==> src/rtl/irq_gen_pkg.sv <==
package irq_gen_pkg;

  localparam int NSRC = 4;
  localparam int IDW  = 3;

  // source bit positions, lower index = higher priority
  localparam int SRC_LINE = 0;
  localparam int SRC_RXD  = 1;
  localparam int SRC_TXE  = 2;
  localparam int SRC_MDM  = 3;

  typedef enum logic [IDW-1:0] {
    ID_MDM  = 3'b000,
    ID_NONE = 3'b001,
    ID_TXE  = 3'b010,
    ID_RXD  = 3'b100,
    ID_LINE = 3'b110
  } irq_id_e;

  function automatic irq_id_e src_code(input int idx);
    case (idx)
      SRC_LINE: return ID_LINE;
      SRC_RXD:  return ID_RXD;
      SRC_TXE:  return ID_TXE;
      default:  return ID_MDM;
    endcase
  endfunction

endpackage

==> src/rtl/irq_pend_bank.sv <==
module irq_pend_bank #(
  parameter int N = 4
) (
  input  logic         clk,
  input  logic         rst_n,
  input  logic [N-1:0] set_i,
  input  logic [N-1:0] clr_i,
  output logic [N-1:0] pend_q,
  output logic [N-1:0] pend_d
);

  for (genvar g = 0; g < N; g++) begin : g_flag
    logic upd_en;

    always_comb begin
      upd_en    = set_i[g] | clr_i[g];
      pend_d[g] = set_i[g] | (pend_q[g] & ~clr_i[g]);
    end

    always_ff @(posedge clk or negedge rst_n) begin
      if (!rst_n)      pend_q[g] <= 1'b0;
      else if (upd_en) pend_q[g] <= pend_d[g];
    end

    AST_SET_WINS: assert property (@(posedge clk) disable iff (!rst_n)
      set_i[g] |=> pend_q[g]);
    AST_CLR_ALONE: assert property (@(posedge clk) disable iff (!rst_n)
      (clr_i[g] && !set_i[g]) |=> !pend_q[g]);
  end

endmodule

==> src/rtl/irq_prio_enc.sv <==
module irq_prio_enc
  import irq_gen_pkg::*;
#(
  parameter int N = NSRC
) (
  input  logic [N-1:0]   masked_i,
  output logic [IDW-1:0] id_o
);

  always_comb begin
    id_o = ID_NONE;
    for (int i = N - 1; i >= 0; i--) begin
      if (masked_i[i]) id_o = src_code(i);
    end
  end

endmodule

==> src/rtl/irq_line_shaper.sv <==
module irq_line_shaper #(
  parameter int N = 4
) (
  input  logic         clk,
  input  logic         rst_n,
  input  logic         legacy_i,
  input  logic [N-1:0] masked_d,
  input  logic [N-1:0] masked_q,
  input  logic         hit_i,
  output logic         irq_q
);

  logic gap_d;
  logic irq_d;
  logic legacy_q;

  always_comb begin
    gap_d = legacy_i & hit_i & (|masked_d);
    irq_d = (|masked_d) & ~gap_d;
  end

  always_ff @(posedge clk or negedge rst_n) begin
    if (!rst_n) begin
      irq_q    <= 1'b0;
      legacy_q <= 1'b0;
    end else begin
      irq_q    <= irq_d;
      legacy_q <= legacy_i;
    end
  end

  AST_LEVEL_HOLD: assert property (@(posedge clk) disable iff (!rst_n)
    (!legacy_i && !legacy_q && (|masked_q)) |-> irq_q);
  AST_GAP_ONE_CYCLE: assert property (@(posedge clk) disable iff (!rst_n)
    (legacy_i && !irq_q && (|masked_d) && !hit_i) |=> irq_q);
  AST_NONE_LOW: assert property (@(posedge clk) disable iff (!rst_n)
    (masked_q == '0) |-> !irq_q);

endmodule

==> src/rtl/uart_irq_line_gen.sv <==
module uart_irq_line_gen
  import irq_gen_pkg::*;
(
  input  logic            clk,
  input  logic            rst_n,
  input  logic            legacy_mode,
  input  logic [NSRC-1:0] src_set,
  input  logic            lsr_rd,
  input  logic            rbr_rd,
  input  logic            thr_wr,
  input  logic            iir_rd,
  input  logic            msr_rd,
  input  logic            ier_wr,
  input  logic [NSRC-1:0] ier_wdata,
  input  logic            bus_strobe_n,
  output logic [NSRC-1:0] ier_rdata,
  output logic [IDW-1:0]  irq_id,
  output logic            irq,
  output logic            irq_edge
);

  logic [1:0]      rsync_q;
  logic            rst_sync_n;
  logic [NSRC-1:0] ier_q;
  logic [NSRC-1:0] ier_d;
  logic [NSRC-1:0] clr;
  logic [NSRC-1:0] pend_q;
  logic [NSRC-1:0] pend_d;
  logic [NSRC-1:0] masked_q;
  logic [NSRC-1:0] masked_d;
  logic            hit;
  logic            irq_q;

  // reset: asserted asynchronously, released after two clocks
  always_ff @(posedge clk or negedge rst_n) begin
    if (!rst_n) rsync_q <= 2'b00;
    else        rsync_q <= {rsync_q[0], 1'b1};
  end
  assign rst_sync_n = rsync_q[1];

  // enable register
  always_comb ier_d = ier_wr ? ier_wdata : ier_q;

  always_ff @(posedge clk or negedge rst_sync_n) begin
    if (!rst_sync_n)  ier_q <= '0;
    else if (ier_wr)  ier_q <= ier_wdata;
  end

  // service strobes
  always_comb begin
    clr           = '0;
    clr[SRC_LINE] = lsr_rd;
    clr[SRC_RXD]  = rbr_rd;
    clr[SRC_TXE]  = thr_wr | (iir_rd & (irq_id == ID_TXE));
    clr[SRC_MDM]  = msr_rd;
  end

  irq_pend_bank #(.N(NSRC)) u_pend (
    .clk    (clk),
    .rst_n  (rst_sync_n),
    .set_i  (src_set),
    .clr_i  (clr),
    .pend_q (pend_q),
    .pend_d (pend_d)
  );

  always_comb begin
    masked_q = pend_q & ier_q;
    masked_d = pend_d & ier_d;
    hit      = |(masked_q & clr & ~src_set);
  end

  irq_prio_enc #(.N(NSRC)) u_enc (
    .masked_i (masked_q),
    .id_o     (irq_id)
  );

  irq_line_shaper #(.N(NSRC)) u_shape (
    .clk      (clk),
    .rst_n    (rst_sync_n),
    .legacy_i (legacy_mode),
    .masked_d (masked_d),
    .masked_q (masked_q),
    .hit_i    (hit),
    .irq_q    (irq_q)
  );

  assign irq       = irq_q;
  assign irq_edge  = irq_q & bus_strobe_n;
  assign ier_rdata = ier_q;

  AST_ID_WHEN_IRQ: assert property (@(posedge clk) disable iff (!rst_sync_n)
    irq |-> (irq_id != ID_NONE));
  AST_IER_ZERO_DROPS: assert property (@(posedge clk) disable iff (!rst_sync_n)
    (ier_wr && ier_wdata == '0) |=> !irq);
  AST_EDGE_GATED: assert property (@(posedge clk) disable iff (!rst_sync_n)
    !bus_strobe_n |-> !irq_edge);
  AST_IIR_TXE: assert property (@(posedge clk) disable iff (!rst_sync_n)
    (iir_rd && irq_id == ID_TXE && !src_set[SRC_TXE]) |=> !pend_q[SRC_TXE]);
  AST_IER_TAKES: assert property (@(posedge clk) disable iff (!rst_sync_n)
    ier_wr |=> (ier_rdata == $past(ier_wdata)));

endmodule

==> config.mk <==
export PLATFORM = sky130hd
export DESIGN_NAME = uart_irq_line_gen
export DESIGN_NICKNAME = d
export VERILOG_FILES = /design/src/rtl/irq_gen_pkg.sv /design/src/rtl/irq_pend_bank.sv /design/src/rtl/irq_prio_enc.sv /design/src/rtl/irq_line_shaper.sv /design/src/rtl/uart_irq_line_gen.sv
export SDC_FILE = /design/constraint.sdc
export NUM_CORES = 1
export LEC_CHECK = 0
export CAP_MARGIN = 0
export CORE_MARGIN = 1
export CORE_UTILIZATION = 40
export CTS_CLUSTER_DIAMETER = 60
export DETAILED_ROUTE_END_ITERATION = 8
export PLACE_DENSITY = 0.79
export SETUP_SLACK_MARGIN = 0.3
export SLEW_MARGIN = 20
export SYNTH_ARGS = -nofsm -noshare
export SYNTH_HDL_FRONTEND = slang
export SYNTH_SLANG_ARGS = --single-unit
==> constraint.sdc <==
create_clock -name clk -period 1.6 [get_ports clk]
set_input_delay 0.16 -clock clk [delete_from_list [all_inputs] [get_ports clk]]
set_output_delay 0.16 -clock clk [all_outputs]
set_load 0.02 [all_outputs]
==> reports/results.txt <==
setup repair after global routing missed its margin = true
endpoint type of the worst setup path = flip-flop
post-route clock skew = 0.005529 ns
sum of buffers and inverters on the critical path = 1
Seq/Total Area, Yosys = 0.4977
nets = 101
IO buf count = 26
Global Route Usage Sum = 0.1976
buffer levels on the longest clock path = 2
starting density of the core = 0.4250
share of the cycle needed by the critical path after routing = 0.9143
number of warnings reported in the yosys synthesis log = 0
cell with the biggest individual delay on the critical path = dfrtp_1
IR Drop Worst-Case VDD = 0.0007401 V
CTS tree = done
cell family with most CP delay = compound AO/OA/AOI/OAI gates
arrival time at the worst endpoint = 1.60 ns
drt first-iter violations = 2
Die W = 39.19 um
post-CTS setup-driven buffer insertion count = 0
detail-routed via count per cell = 5.124
max-cap viol count = 0
Setup-failing EPs final = 0
Net Sw Frac = 0.2876
overall via count from detail_route = 497
worst hold path class = input pin to async pin
layout overhead on the synthesized area = 71.04%
CP cell instances = a22o_4 > buf_6 > o22a_4 > a2111oi_4 > a21oi_2
number of buffers added to fix hold violations after cts = 0
power density of the placed cells = 821.5 nW/um2
FF+latch area = 276.5 um2
number of flip-flops and latches in the synthesized netlist = 11
critical path launch point type = flip-flop
initial antenna violation count = 0
Comb power frac = 0.349
placed wire-length estimate = 1.004 mm
vias in the first global route = 487
Final min period = 1.463 ns
Core Area = 1301 um2
Clock Power Share = 0.231
Final Power = 0.7771 mW
Post-Synthesis Cells = 44
clock tree root driver cell = clkbuf_4
first-pass GRT wire length = 2.007 mm
worst skew pair latency = 0.26 ns
Sinks on Clock Net = 11
Post-Synthesis Mean Instance Area = 12.57 um2
total wire length after detailed routing = 1.300 mm
final total negative setup slack = 0 ns
weighted congestion reported at the end of routability-driven placement = 0.7983
netlist area before placement = 553.0 um2
commonest non-fill, non-tap cell in the layout = clkdlybuf4s50_1
number of detailed-route iterations in the first pass = 5
net count of the mapped netlist = 62
DRC viols = 0
Die Footprint = 1535 um2
largest driver fanout on the critical path = 2
per-cell routed wire length = 13.40 um
timing-limited maximum frequency = 0.6836 GHz
critical path class = flip-flop to flip-flop
number of distinct library cell variants in the gate-level netlist after synthesis = 23
FF-to-FF Start = u_pend.pend_q[0]
run status = completed
die extent in y = 39.19 um
critical path startpoint = u_pend.pend_q[0]
number of nets with antenna violations after detailed routing = 0
worst endpoint required time = 1.73 ns
final hold vios = 0
Multi-input gate area = 299.0 um2
number of I/O pins = 27
total number of placement rows = 13
sequential group share of total power = 0.420
filler cell count in the final layout = 111
antenna cells = 0
Cell Count Post-Placement = 93
power spent charging and discharging nets = 0.2235 mW
maximum number of pins on one net before global-route repair = 10
final-report max-slew violation count = 0
register clock-pin slew on the reported worst setup and hold paths = 0.06 ns
CTS HTree Levels = 1
sum of overflow across all layers after global routing = 0
clock buffers created by TritonCTS = 3
Leak Pwr = 0.3996 nW
commonest cells after routing, fill and taps aside = clkdlybuf4s50_1, dfrtp_1, buf_4
non-filler cells, final = 97
share of post-route cells with drive strength above 1 = 0.3415
internal power = 0.5536 mW
maximum single-stage delay on the critical path = 0.40 ns
[state kept, by name (all words and copies together), names as in the netlist]
register and count:
u_pend.pend_q 4, u_shape.irq_q 1, rsync_q 2, ier_rdata 4
[per-stage QoR]
| stage | hold slack [ns] | cell area (um2) | setup slack, ns | util |
|---|---|---|---|---|
| 6_report | 0.05991 | 945.9 | 0.1372 | 0.7269 |
| 5_1_grt | 0.06541 | 945.9 | 0.09304 | 0.7269 |
| 4_1_cts | 0.05209 | 922.1 | 0.1275 | 0.7087 |
| 3_5_place_dp | 0.1608 | 899.6 | -0.1628 | 0.6913 |
| 3_3_place_gp | 0.1565 | 899.6 | -0.1188 | 0.6913 |
| 2_1_floorplan | -0.1356 | 560.5 | 0.1834 | - |
[routing by layer]
layer | global-route usage | wire, um | part of all wire
met1 | 0.2657 | 596 | 0.46
met3 | 0.01734 | 71 | 0.055
met2 | 0.3250 | 631 | 0.49
met4 | 0.07759 | 0 | 0
met5 | 0 | 0 | 0
[Yosys cell counts]
cell,count,area share
o31ai_1,1,0.014
nor2b_2,1,0.016
and2_1,1,0.011
nand3_1,1,0.0090
nor2b_1,2,0.023
mux2_2,3,0.061
nand3b_1,1,0.014
conb_1,1,0.0068
inv_1,1,0.0068
o311a_1,1,0.018
and2b_1,1,0.014
a21oi_2,1,0.016
dfrtp_1,11,0.50
nand4b_1,2,0.032
o22a_4,1,0.032
nand2_1,4,0.027
or2_1,3,0.034
a22o_4,1,0.032
a221oi_1,1,0.016
o21a_1,3,0.041
a31oi_1,1,0.011
a2111oi_4,1,0.050
mux2_1,1,0.020
[final cells by class]
type                    count  share of cell area
clock buffers               4             0.02778
inverters                   1            0.003968
multi-input cells          32              0.3161
flip-flops and latches     11              0.2923
well taps                  15             0.01984
repair buffers             34              0.3399
[final timing paths]
kind                            slack, ns             to  cells past startpoint
min in group clk                     0.36     rsync_q[1]                      0
worst max-delay path                 0.14  u_shape.irq_q                      5
worst min register to register       0.15   ier_rdata[3]                      0
worst min-delay path                 0.06     rsync_q[1]                      1
max in group asynchronous            1.15   ier_rdata[0]                      0
worst max register to register       0.14  u_shape.irq_q                      5
[repair_timing]
item,4_1_cts,5_1_grt
pin swaps,3,1
endpoints found under the setup margin,10,6
gates resized for setup,25,8
hold endpoints to repair,0,0
[power by group through the flow]
stage | clock network [mW] | logic [mW] | registers, mW
3_3_place_gp | 0 | 0.266 | 0.331
3_5_place_dp | 0 | 0.268 | 0.331
2_1_floorplan | 0 | 0.103 | 0.350
5_1_grt | 0.192 | 0.291 | 0.330
4_1_cts | 0.185 | 0.261 | 0.326
6_report | 0.179 | 0.272 | 0.326
[worst reg2reg max path, delay by kind of cell, from the launching register on]
family                 cells  cell delay, ns
flip-flops                 1            0.40
buffers and inverters      1            0.12
AO/OA/AOI/OAI              4            0.84
[cell families (layout without fill, tap and decap cells)]
family / after synthesis / after routing / synth area share
buffers and inverters: 1 / 39 / 0.006781
AO/OA/AOI/OAI: 11 / 11 / 0.2285
other: 1 / 1 / 0.006781
flip-flops: 11 / 11 / 0.4977
AND/OR/NAND/NOR: 16 / 16 / 0.1787
multiplexers: 4 / 4 / 0.08144
Note: power is estimated with default switching activity, not from simulation.
